## src/rtl/psg_pkg.sv

```systemverilog
// Package psg_pkg
// Shared sizes and register layout for the tone/noise mixer.
// Assumes a 16-entry byte-wide register space.
package psg_pkg;
    localparam int NUM_CH   = 3;
    localparam int ADDR_W   = 4;
    localparam int DATA_W   = 8;
    localparam int NUM_REGS = 1 << ADDR_W;
    localparam int PER_W    = 12;
    localparam int FINE_W   = 8;
    localparam int NPER_W   = 5;
    localparam int VOL_W    = 4;
    localparam int PRESCALE = 16;
    localparam int LFSR_W   = 17;

    localparam logic [ADDR_W-1:0] A_NOISE = 4'd6;
    localparam logic [ADDR_W-1:0] A_MIX   = 4'd7;
    localparam logic [ADDR_W-1:0] A_VOL0  = 4'd8;

    // Legal-width mask for each register address.
    function automatic logic [DATA_W-1:0] reg_mask(input logic [ADDR_W-1:0] a);
        case (a)
            4'd1, 4'd3, 4'd5, 4'd13: reg_mask = 8'h0F;
            4'd6, 4'd8, 4'd9, 4'd10: reg_mask = 8'h1F;
            default:                 reg_mask = 8'hFF;
        endcase
    endfunction
endpackage

```

## src/rtl/psg_regfile.sv

```systemverilog
// Module psg_regfile
// Holds the sixteen sound registers, masks writes to legal width and
// splits the stored bytes into the per-channel fields.
// Assumes the write strobe is synchronous to clk.
module psg_regfile
    import psg_pkg::*;
(
    input  logic                          clk,
    input  logic                          rst_n,
    input  logic                          wr_en,
    input  logic [ADDR_W-1:0]             reg_addr,
    input  logic [DATA_W-1:0]             wr_data,
    output logic [DATA_W-1:0]             rd_data,
    output logic [NUM_CH-1:0][PER_W-1:0]  period,
    output logic [NPER_W-1:0]             noise_per,
    output logic [DATA_W-1:0]             mixer,
    output logic [NUM_CH-1:0][VOL_W:0]    volume
);
    logic [DATA_W-1:0] regs [NUM_REGS];

    // Store masked write data.
    always_ff @(posedge clk) begin
        if (!rst_n) begin
            for (int i = 0; i < NUM_REGS; i++) regs[i] <= '0;
        end else if (wr_en) begin
            regs[reg_addr] <= wr_data & reg_mask(reg_addr);
        end
    end

    // Read port returns the stored value.
    always_comb rd_data = regs[reg_addr];

    assign noise_per = regs[A_NOISE][NPER_W-1:0];
    assign mixer     = regs[A_MIX];

    for (genvar ch = 0; ch < NUM_CH; ch++) begin : g_fields
        assign period[ch] = {regs[2*ch+1][PER_W-FINE_W-1:0], regs[2*ch]};
        assign volume[ch] = regs[int'(A_VOL0) + ch][VOL_W:0];
    end

    // coarse period bytes never hold bits above the nibble.
    a_r2_coarse_masked: assert property (@(posedge clk) disable iff (!rst_n)
        wr_en && reg_addr == 4'd1 |=> regs[1][7:4] == 4'd0);
endmodule

```

## src/rtl/psg_prescaler.sv

```systemverilog
// Module psg_prescaler
// Emits a one-clock tick every DIV input clocks; the shared time base.
// Assumes DIV >= 2.
module psg_prescaler #(
    parameter int DIV = 16
) (
    input  logic clk,
    input  logic rst_n,
    output logic tick
);
    localparam int CW = $clog2(DIV);
    logic [CW-1:0] cnt;

    // Free-running divide counter.
    always_ff @(posedge clk) begin
        if (!rst_n)                       cnt <= '0;
        else if (cnt == CW'(DIV - 1))     cnt <= '0;
        else                              cnt <= cnt + 1'b1;
    end

    assign tick = (cnt == CW'(DIV - 1));

    // ticks are never back to back.
    a_r3_tick_spaced: assert property (@(posedge clk) disable iff (!rst_n)
        tick |=> !tick);
endmodule

```

## src/rtl/psg_tone_chan.sv

```systemverilog
// Module psg_tone_chan
// Square-wave tone: counts prescaler ticks and flips its output each time
// the count reaches the period. Period 0 is treated as 1.
// Assumes tick is a single-cycle pulse.
module psg_tone_chan #(
    parameter int PER_W = 12
) (
    input  logic             clk,
    input  logic             rst_n,
    input  logic             tick,
    input  logic [PER_W-1:0] period,
    output logic             tone
);
    logic [PER_W-1:0] cnt;
    logic [PER_W:0]   nxt;
    logic [PER_W:0]   eff;

    // Next count and effective period.
    always_comb begin
        nxt = {1'b0, cnt} + 1'b1;
        eff = (period == '0) ? (PER_W+1)'(1) : {1'b0, period};
    end

    // Count ticks and flip the tone on reaching the period.
    always_ff @(posedge clk) begin
        if (!rst_n) begin
            cnt  <= '0;
            tone <= 1'b0;
        end else if (tick) begin
            if (nxt >= eff) begin
                cnt  <= '0;
                tone <= ~tone;
            end else begin
                cnt  <= nxt[PER_W-1:0];
            end
        end
    end

    // the tone only moves on a prescaler tick.
    a_r3_tone_on_tick: assert property (@(posedge clk) disable iff (!rst_n)
        !tick |=> $stable(tone));
    // a zero period flips on every tick.
    a_r4_zero_period: assert property (@(posedge clk) disable iff (!rst_n)
        tick && period == '0 |=> tone != $past(tone));
endmodule

```

## src/rtl/psg_noise.sv

```systemverilog
// Module psg_noise
// Shared noise source: a 17-bit LFSR (feedback bit0 xor bit3) stepped
// once every noise-period ticks; period 0 is treated as 1.
// Assumes tick is a single-cycle pulse.
module psg_noise #(
    parameter int NPER_W = 5,
    parameter int LFSR_W = 17
) (
    input  logic              clk,
    input  logic              rst_n,
    input  logic              tick,
    input  logic [NPER_W-1:0] noise_per,
    output logic              noise_bit
);
    logic [NPER_W-1:0] cnt;
    logic [NPER_W:0]   nxt;
    logic [NPER_W:0]   eff;
    logic [LFSR_W-1:0] lfsr;

    // Next count and effective period.
    always_comb begin
        nxt = {1'b0, cnt} + 1'b1;
        eff = (noise_per == '0) ? (NPER_W+1)'(1) : {1'b0, noise_per};
    end

    // Divide ticks and shift the LFSR.
    always_ff @(posedge clk) begin
        if (!rst_n) begin
            cnt  <= '0;
            lfsr <= LFSR_W'(1);
        end else if (tick) begin
            if (nxt >= eff) begin
                cnt  <= '0;
                lfsr <= {lfsr[0] ^ lfsr[3], lfsr[LFSR_W-1:1]};
            end else begin
                cnt  <= nxt[NPER_W-1:0];
            end
        end
    end

    assign noise_bit = lfsr[0];

    // the LFSR never locks up at zero.
    a_r5_lfsr_alive: assert property (@(posedge clk) disable iff (!rst_n)
        lfsr != '0);
    // the LFSR only moves on a prescaler tick.
    a_r5_step_on_tick: assert property (@(posedge clk) disable iff (!rst_n)
        !tick |=> $stable(lfsr));
endmodule

```

## src/rtl/psg_tone_mixer.sv

```systemverilog
// Module psg_tone_mixer
// Top: register file, prescaler, three tone channels and a noise source,
// combined by an active-low mixer into three 4-bit amplitude codes.
// Assumes env_level comes from an external envelope generator.
module psg_tone_mixer
    import psg_pkg::*;
(
    input  logic              clk,
    input  logic              rst_n,
    input  logic              wr_en,
    input  logic [ADDR_W-1:0] reg_addr,
    input  logic [DATA_W-1:0] wr_data,
    output logic [DATA_W-1:0] rd_data,
    input  logic [VOL_W-1:0]  env_level,
    output logic [VOL_W-1:0]  amp_a,
    output logic [VOL_W-1:0]  amp_b,
    output logic [VOL_W-1:0]  amp_c
);
    logic [NUM_CH-1:0][PER_W-1:0] period;
    logic [NUM_CH-1:0][VOL_W:0]   volume;
    logic [NPER_W-1:0]            noise_per;
    logic [DATA_W-1:0]            mixer;
    logic                         tick;
    logic                         noise_bit;
    logic [NUM_CH-1:0]            tone;
    logic [NUM_CH-1:0]            gate;
    logic [NUM_CH-1:0][VOL_W-1:0] amp;

    psg_regfile i_regs (
        .clk, .rst_n, .wr_en, .reg_addr, .wr_data, .rd_data,
        .period, .noise_per, .mixer, .volume
    );

    psg_prescaler #(.DIV(PRESCALE)) i_pre (.clk, .rst_n, .tick);

    psg_noise #(.NPER_W(NPER_W), .LFSR_W(LFSR_W)) i_noise (
        .clk, .rst_n, .tick, .noise_per, .noise_bit
    );

    for (genvar ch = 0; ch < NUM_CH; ch++) begin : g_ch
        psg_tone_chan #(.PER_W(PER_W)) i_tone (
            .clk, .rst_n, .tick, .period(period[ch]), .tone(tone[ch])
        );

        // Gate and amplitude select for this channel.
        always_comb begin
            gate[ch] = (tone[ch] | mixer[ch]) & (noise_bit | mixer[NUM_CH + ch]);
            if (!gate[ch])            amp[ch] = '0;
            else if (volume[ch][VOL_W]) amp[ch] = env_level;
            else                      amp[ch] = volume[ch][VOL_W-1:0];
        end

        // both sources off means a permanently open gate.
        a_r6_all_off_open: assert property (@(posedge clk) disable iff (!rst_n)
            mixer[ch] && mixer[NUM_CH + ch] |-> amp[ch] != '0 || volume[ch] == '0
                || (volume[ch][VOL_W] && env_level == '0));
        // envelope mode ignores the fixed level.
        a_r8_env_follow: assert property (@(posedge clk) disable iff (!rst_n)
            gate[ch] && volume[ch][VOL_W] |-> amp[ch] == env_level);
    end

    assign amp_a = amp[0];
    assign amp_b = amp[1];
    assign amp_c = amp[2];
endmodule

```

## config.mk

```make
export PLATFORM = sky130hd
export DESIGN_NAME = psg_tone_mixer
export DESIGN_NICKNAME = d
export VERILOG_FILES = /design/src/rtl/psg_pkg.sv /design/src/rtl/psg_regfile.sv /design/src/rtl/psg_prescaler.sv /design/src/rtl/psg_tone_chan.sv /design/src/rtl/psg_noise.sv /design/src/rtl/psg_tone_mixer.sv
export SDC_FILE = /design/constraint.sdc
export NUM_CORES = 1
export LEC_CHECK = 0
export BUFFER_PORTS_ARGS = -buffer_cell sky130_fd_sc_hd__buf_2
export CAP_MARGIN = 20
export CORE_ASPECT_RATIO = 1.5
export CORE_MARGIN = 2
export CORE_UTILIZATION = 55
export DETAILED_ROUTE_END_ITERATION = 8
export MAX_ROUTING_LAYER = met4
export PLACE_DENSITY = 0.81
export SYNTH_ARGS = -nofsm -noshare
export SYNTH_HDL_FRONTEND = slang
export SYNTH_SLANG_ARGS = --single-unit
```

## constraint.sdc

```tcl
create_clock -name clk -period 9.59 [get_ports clk]
set_clock_uncertainty 0.15 [all_clocks]
set_input_delay 0.4795 -clock clk [delete_from_list [all_inputs] [get_ports clk]]
set_output_delay 0.4795 -clock clk [all_outputs]
set_load 0.01 [all_outputs]
```

### Word level (Yosys, flattened, before mapping)

Memories as Yosys holds them, arrays and structs flattened.
Cells that the tools add are included.

* $add $sub $neg: 5
* magnitude comparators: 4
* equality and inequality tests: 1
* muxes and demuxes: 23
* bitwise logic cells: 15
* reduce and logical (&&, ||, !) cells: 10

Operator list (count)
* $mux 12: 6
* $add 12x1->13 const B: 3
* $ge 13x13->1: 3
* $logic_not 12->1: 3
* $mux 4: 7
* $mux 8: 3
* $mux 5: 2
* $and 8x8->8: 1
* $reduce_and 2->1: 4
* $reduce_or 8->1: 1
* $add 5x1->6 const B: 1
* $ge 6x6->1: 1
* $or 1x1->1: 6
* $logic_not 5->1: 1
* $mux 1: 5
* $add 4x1->4 const B: 1
* $eq 4x4->1 const B: 1
* $not 1->1: 4
* $and 1x1->1: 3
* $reduce_or 2->1: 1
* $xor 1x1->1: 1

* register bits after elaboration: 65
* bits in writable memories: 128
* memory bits (read-only): 64
* output and inout port bits: 20
* memories kept: 2

Memory list
* i_regs.regs: depth 16, width 8, read ports 12, clocked after Yosys merged registers in 0, wr ports 16, RTL line psg_regfile.sv:19 `logic [DATA_W-1:0] regs [NUM_REGS];`
* (name not given): depth 16, width 4, read ports 1, clocked after Yosys merged registers in 0, wr ports 0, RTL line psg_pkg.sv:22 `case (a)`

### Logic depth before layout (Yosys ltp)

* word-level depth: 5
* gate-level depth with buffers: 13
* depth with buffers taken out: 12

### By module

Synthesis repeated with hierarchy kept, for this count alone.

* cells, all modules: 982
* area total of the unflattened synthesis: 11055.6 µm²

By module, submodules not included
* psg_regfile: instances 1, cells an instance 444, area an instance 6437.4 µm², seq. area each 3843.7 µm²
* psg_tone_chan: instances 3, cells an instance 129, area an instance 1067.3 µm², seq. area each 260.2 µm²
* psg_noise: instances 1, cells an instance 105, area an instance 1048.5 µm², seq. area each 440.4 µm²
* psg_tone_mixer: instances 1, cells an instance 30, area an instance 198.9 µm², seq. area each 0.0 µm²
* psg_prescaler: instances 1, cells an instance 16, area an instance 168.9 µm², seq. area each 80.1 µm²

### Least setup slack after synthesis

OpenSTA, ideal clock, no wires.

* path kind: flip-flop to flip-flop
* start point: reg g_ch[1].i_tone.cnt[0]
* end point: reg g_ch[1].i_tone.tone
* setup time: 59 ps
* data arrival time: 3210 ps
* required time: 9381 ps
* setup slack: 6171 ps
* cell stages (with the launch flop): 13
* buffers on the path: 0
* period minus slack after synthesis: 3419 ps
* path through: dfxtp_1 > ha_1 > nand2_1 > or2_2 > and2_1 > or2_2 > ha_1 > nand4_1 > or3_1 > a31oi_1 > nor3_2 > or4b_1 > nand2_1

* cells in the longest elaborated chain, start to end: 3

RTL lines
* start, declared: RTL line psg_tone_chan.sv:14 `logic [PER_W-1:0] cnt;`
* start signal, assigned: RTL line psg_tone_chan.sv:34 `cnt <= nxt[PER_W-1:0];`
* $add 12x1->13: RTL line psg_tone_chan.sv:20 `nxt = {1'b0, cnt} + 1'b1;`
* $ge 13x13->1: RTL line psg_tone_chan.sv:30 `if (nxt >= eff) begin`
* $reduce_and 2->1 (no source line)
* end signal, assigned: RTL line psg_tone_chan.sv:32 `tone <= ~tone;`
* end, declared: RTL line psg_tone_chan.sv:12 `output logic tone`

Every way passes these cells.
A chain may end at the register's enable or synchronous reset.

### Final worst setup path

* start point: reg g_ch[2].i_tone.cnt[0]
* end point: reg g_ch[2].i_tone.cnt[8]

* cells in the longest elaborated chain, start to end: 3

RTL lines (RTL line)
* start, declared: psg_tone_chan.sv:14
* start signal, assigned: psg_tone_chan.sv:34
* $add 12x1->13 (*): psg_tone_chan.sv:20
* $ge 13x13->1: psg_tone_chan.sv:30
* $mux 12 (*): psg_tone_chan.sv:30

Mark *: on every way between the ends. The rest lies on a longest branch, timed or not.

==> impl_metrics.yaml <==
cts:
  cts_hold_buf: 0
  clk_path_buf_depth: 2
  cts_root_buf: "clkbuf_16"
  cts_sinks: 193
  cts_setup_buffers: 0
  htreeDepth: 4
  cts_buffers: 17
  cts_resized: 0
  clkSlewWorstSetupHoldPaths_ns: 0.07
  clk_latency_ns: 0.44
  cts_tree: "yes"
grt:
  grt_pass1_wl_mm: 36.8
  grt_overflow: 0
  grt_usage_pct: 25.6
  antenna_found_initial: 0
  grt_max_degree: 48
  grt_pass1_vias: 7019
cells_and_area:
  mostFrequentLayoutCells: "edfxtp_1 (128), nor2_1 (98), nand2_1 (83)"
  final_cells: 1185
  final-seq-area_mm2: 0.00514
  drive_above_1_share_pct: 14.4
  design_area_mm2: 0.0111
  area.growth.synth_to_final_pct: 8.89
  fillers: 1399
  fin_util_pct: 60.6
  multi_input_area_mm2: 0.00470
  diodes: 0
  layout_commonest_cell: "edfxtp_1"
  nets: 991
synthesis:
  synth_area_mm2: 0.0102
  synth.avg_cell_area_um2: 11.2
  synth_cell_types: 64
  seq_area_frac_synth_pct: 50.3
  ys_seq_elements: 193
  netlist_instances: 910
  yosys.area.top_type_share_pct: 37.6
  synth-edff-count: 128
  synth_top_flop_cell: "edfxtp_1"
  async_flop_share_pct: 0
  ys_warn_count: 0
  synth_nets: 980
  synth_area_leaders: "edfxtp_1 (38%), dfxtp_1 (13%), mux4_2 (8.8%)"
  synth.largest_area_cell: "edfxtp_1"
floorplanning:
  fp.dieH_um: 171
  rows: 61
  io_pins: 39
  die-width_um: 115
  core_area_mm2: 0.0184
  die_area_mm2: 0.0197
  initial_utilization_pct: 55.6
sta:
  relSlewSlack_pct: 34.5
  period_share_pct: 39.5
  hold_viol: 0
  fmax_mhz: 264
  setup_ws_ns: 5.80
  tightest_slew_ns: 0.982
  min_period_ns: 3.79
  rsz0062_at_grt: "false"
  tns_ns: 0
  slew_violations: 0
  setup_viol: 0
pwr:
  p_leak_nw: 4.57
  peakVddDrop_uv: 141
  p_per_area_mw_per_mm2: 161
worst_setup_path:
  worstPathArrival_ns: 4.01
  cp.required_ns: 9.82
  crit_path_max_fanout: 13
  cp-start-kind: "flip-flop"
  endpoint_kind: "flip-flop"
  critical_path_class: "reg2reg"
place:
  hpwl_mm: 17.0
  portBuffers: 38
  dpl-instance-area_mm2: 0.0105
  gp_congestion: 0.964
  dpl_worst_slack_ns: 5.84
  placed_cells: 1153
detailed_routing:
  avgViaCountPerCell: 5.92
  routed_wl_mm: 23.2
  initialDrtViolationCount: 424
  vias: 7018
  firstDrtPassIters: 5
  ant_nets: 0
  routedWlPerCell_um: 19.6
  drc: 0
hold_path:
  hold_class: "reg2reg"
run_status:
  run_status: "finished, final reports clean"
run:
  maxCapViolCount: 0
where the power goes:
group / leakage (nW) / internal (W) / switching (W)
clock: 0.269 / 0.000386 / 0.000315
combinational: 2.55 / 0.0000606 / 0.0000940
sequential: 1.74 / 0.000919 / 0.0000213
total: 4.57 / 0.00136 / 0.000430
synth_stat cells, types with 3 or more instances:
cell and number:
and2_1 33, nor2_1 99, xor2_1 17, nor3_1 13, mux4_2 40, nand2b_1 5
a22o_1 10, o21ai_0 14, a211o_1 3, or3_1 6, ha_1 51, mux2i_1 29
a31o_2 3, nand2_1 83, nor2b_1 4, a21boi_0 4, nor4_1 9, or2_2 5
edfxtp_1 128, nand3_1 36, a31oi_1 7, clkbuf_1 39, nand4_1 10, o22ai_1 4
a21oi_1 13, o211ai_1 3, buf_2 5, inv_1 49, and3_1 52, a21o_1 8
mux2_2 3, a32o_1 7, dfxtp_1 65, xnor2_1 16
state kept, by name, summed over array words and instances, names as in the netlist:
| signal | flops |
|---|---|
| i_noise.cnt | 5 |
| i_pre.cnt | 4 |
| g_ch.i_tone.cnt | 36 |
| i_noise.lfsr | 17 |
| i_regs.regs | 128 |
| g_ch.i_tone.tone | 3 |
logic make-up after synthesis:
logic type,share of synthesized area (%)
other,0.0367
adder cells (fa/ha/maj),6.24
XOR/XNOR,2.83
buffers and inverters,3.77
AND/OR/NAND/NOR,18.1
flip-flops,50.3
AO/OA/AOI/OAI,6.79
multiplexers,12.0
final timing paths:
check / start / to / slack (ns) / cells past startpoint
worst max-delay path: g_ch[2].i_tone.cnt[0] / g_ch[2].i_tone.cnt[8] / 5.80 / 12
worst min-delay path: i_pre.cnt[0] / i_pre.cnt[0] / 0.31 / 1
worst max register to register: g_ch[2].i_tone.cnt[0] / g_ch[2].i_tone.cnt[8] / 5.80 / 12
worst min register to register: i_pre.cnt[0] / i_pre.cnt[0] / 0.31 / 1
layer usage:
layer | global-route usage [%] | share of wire, %
met3 | 4.00 | 4.8
met5 | - | 0
met2 | 45.3 | 55
met1 | 26.4 | 35
met4 | 14.8 | 5.8
critical path, cell delays in order (launching register included):
cell and delay (ns):
dfxtp_1 0.43, ha_1 0.27, nand4_1 0.17, or2_2 0.38, nor2_1 0.15, xor2_1 0.23, ha_1 0.28, a21oi_1 0.15
nor2b_1 0.07, or4_4 0.48, nor3_2 0.63, a21oi_1 0.19, o21ai_2 0.14
through the flow:
step	power [W]	hold slack [ns]
finish	0.00180	0.310
global route	0.00184	0.332
CTS	0.00180	0.309
detailed placement	0.00111	0.295
global placement	0.00110	0.279
floorplan	0.00105	0.268
area by class of cell:
cell class                      instances  share of cell area, %
Inverter                               49                   1.65
Tap cell                              252                   2.83
Clock buffer                           17                   3.82
Timing Repair Buffer                   40                   1.91
Clock inverter                         14                   1.39
Sequential cell                       193                   46.2
Multi-Input combinational cell        620                   42.2
(Power assumes the default switching activity.)
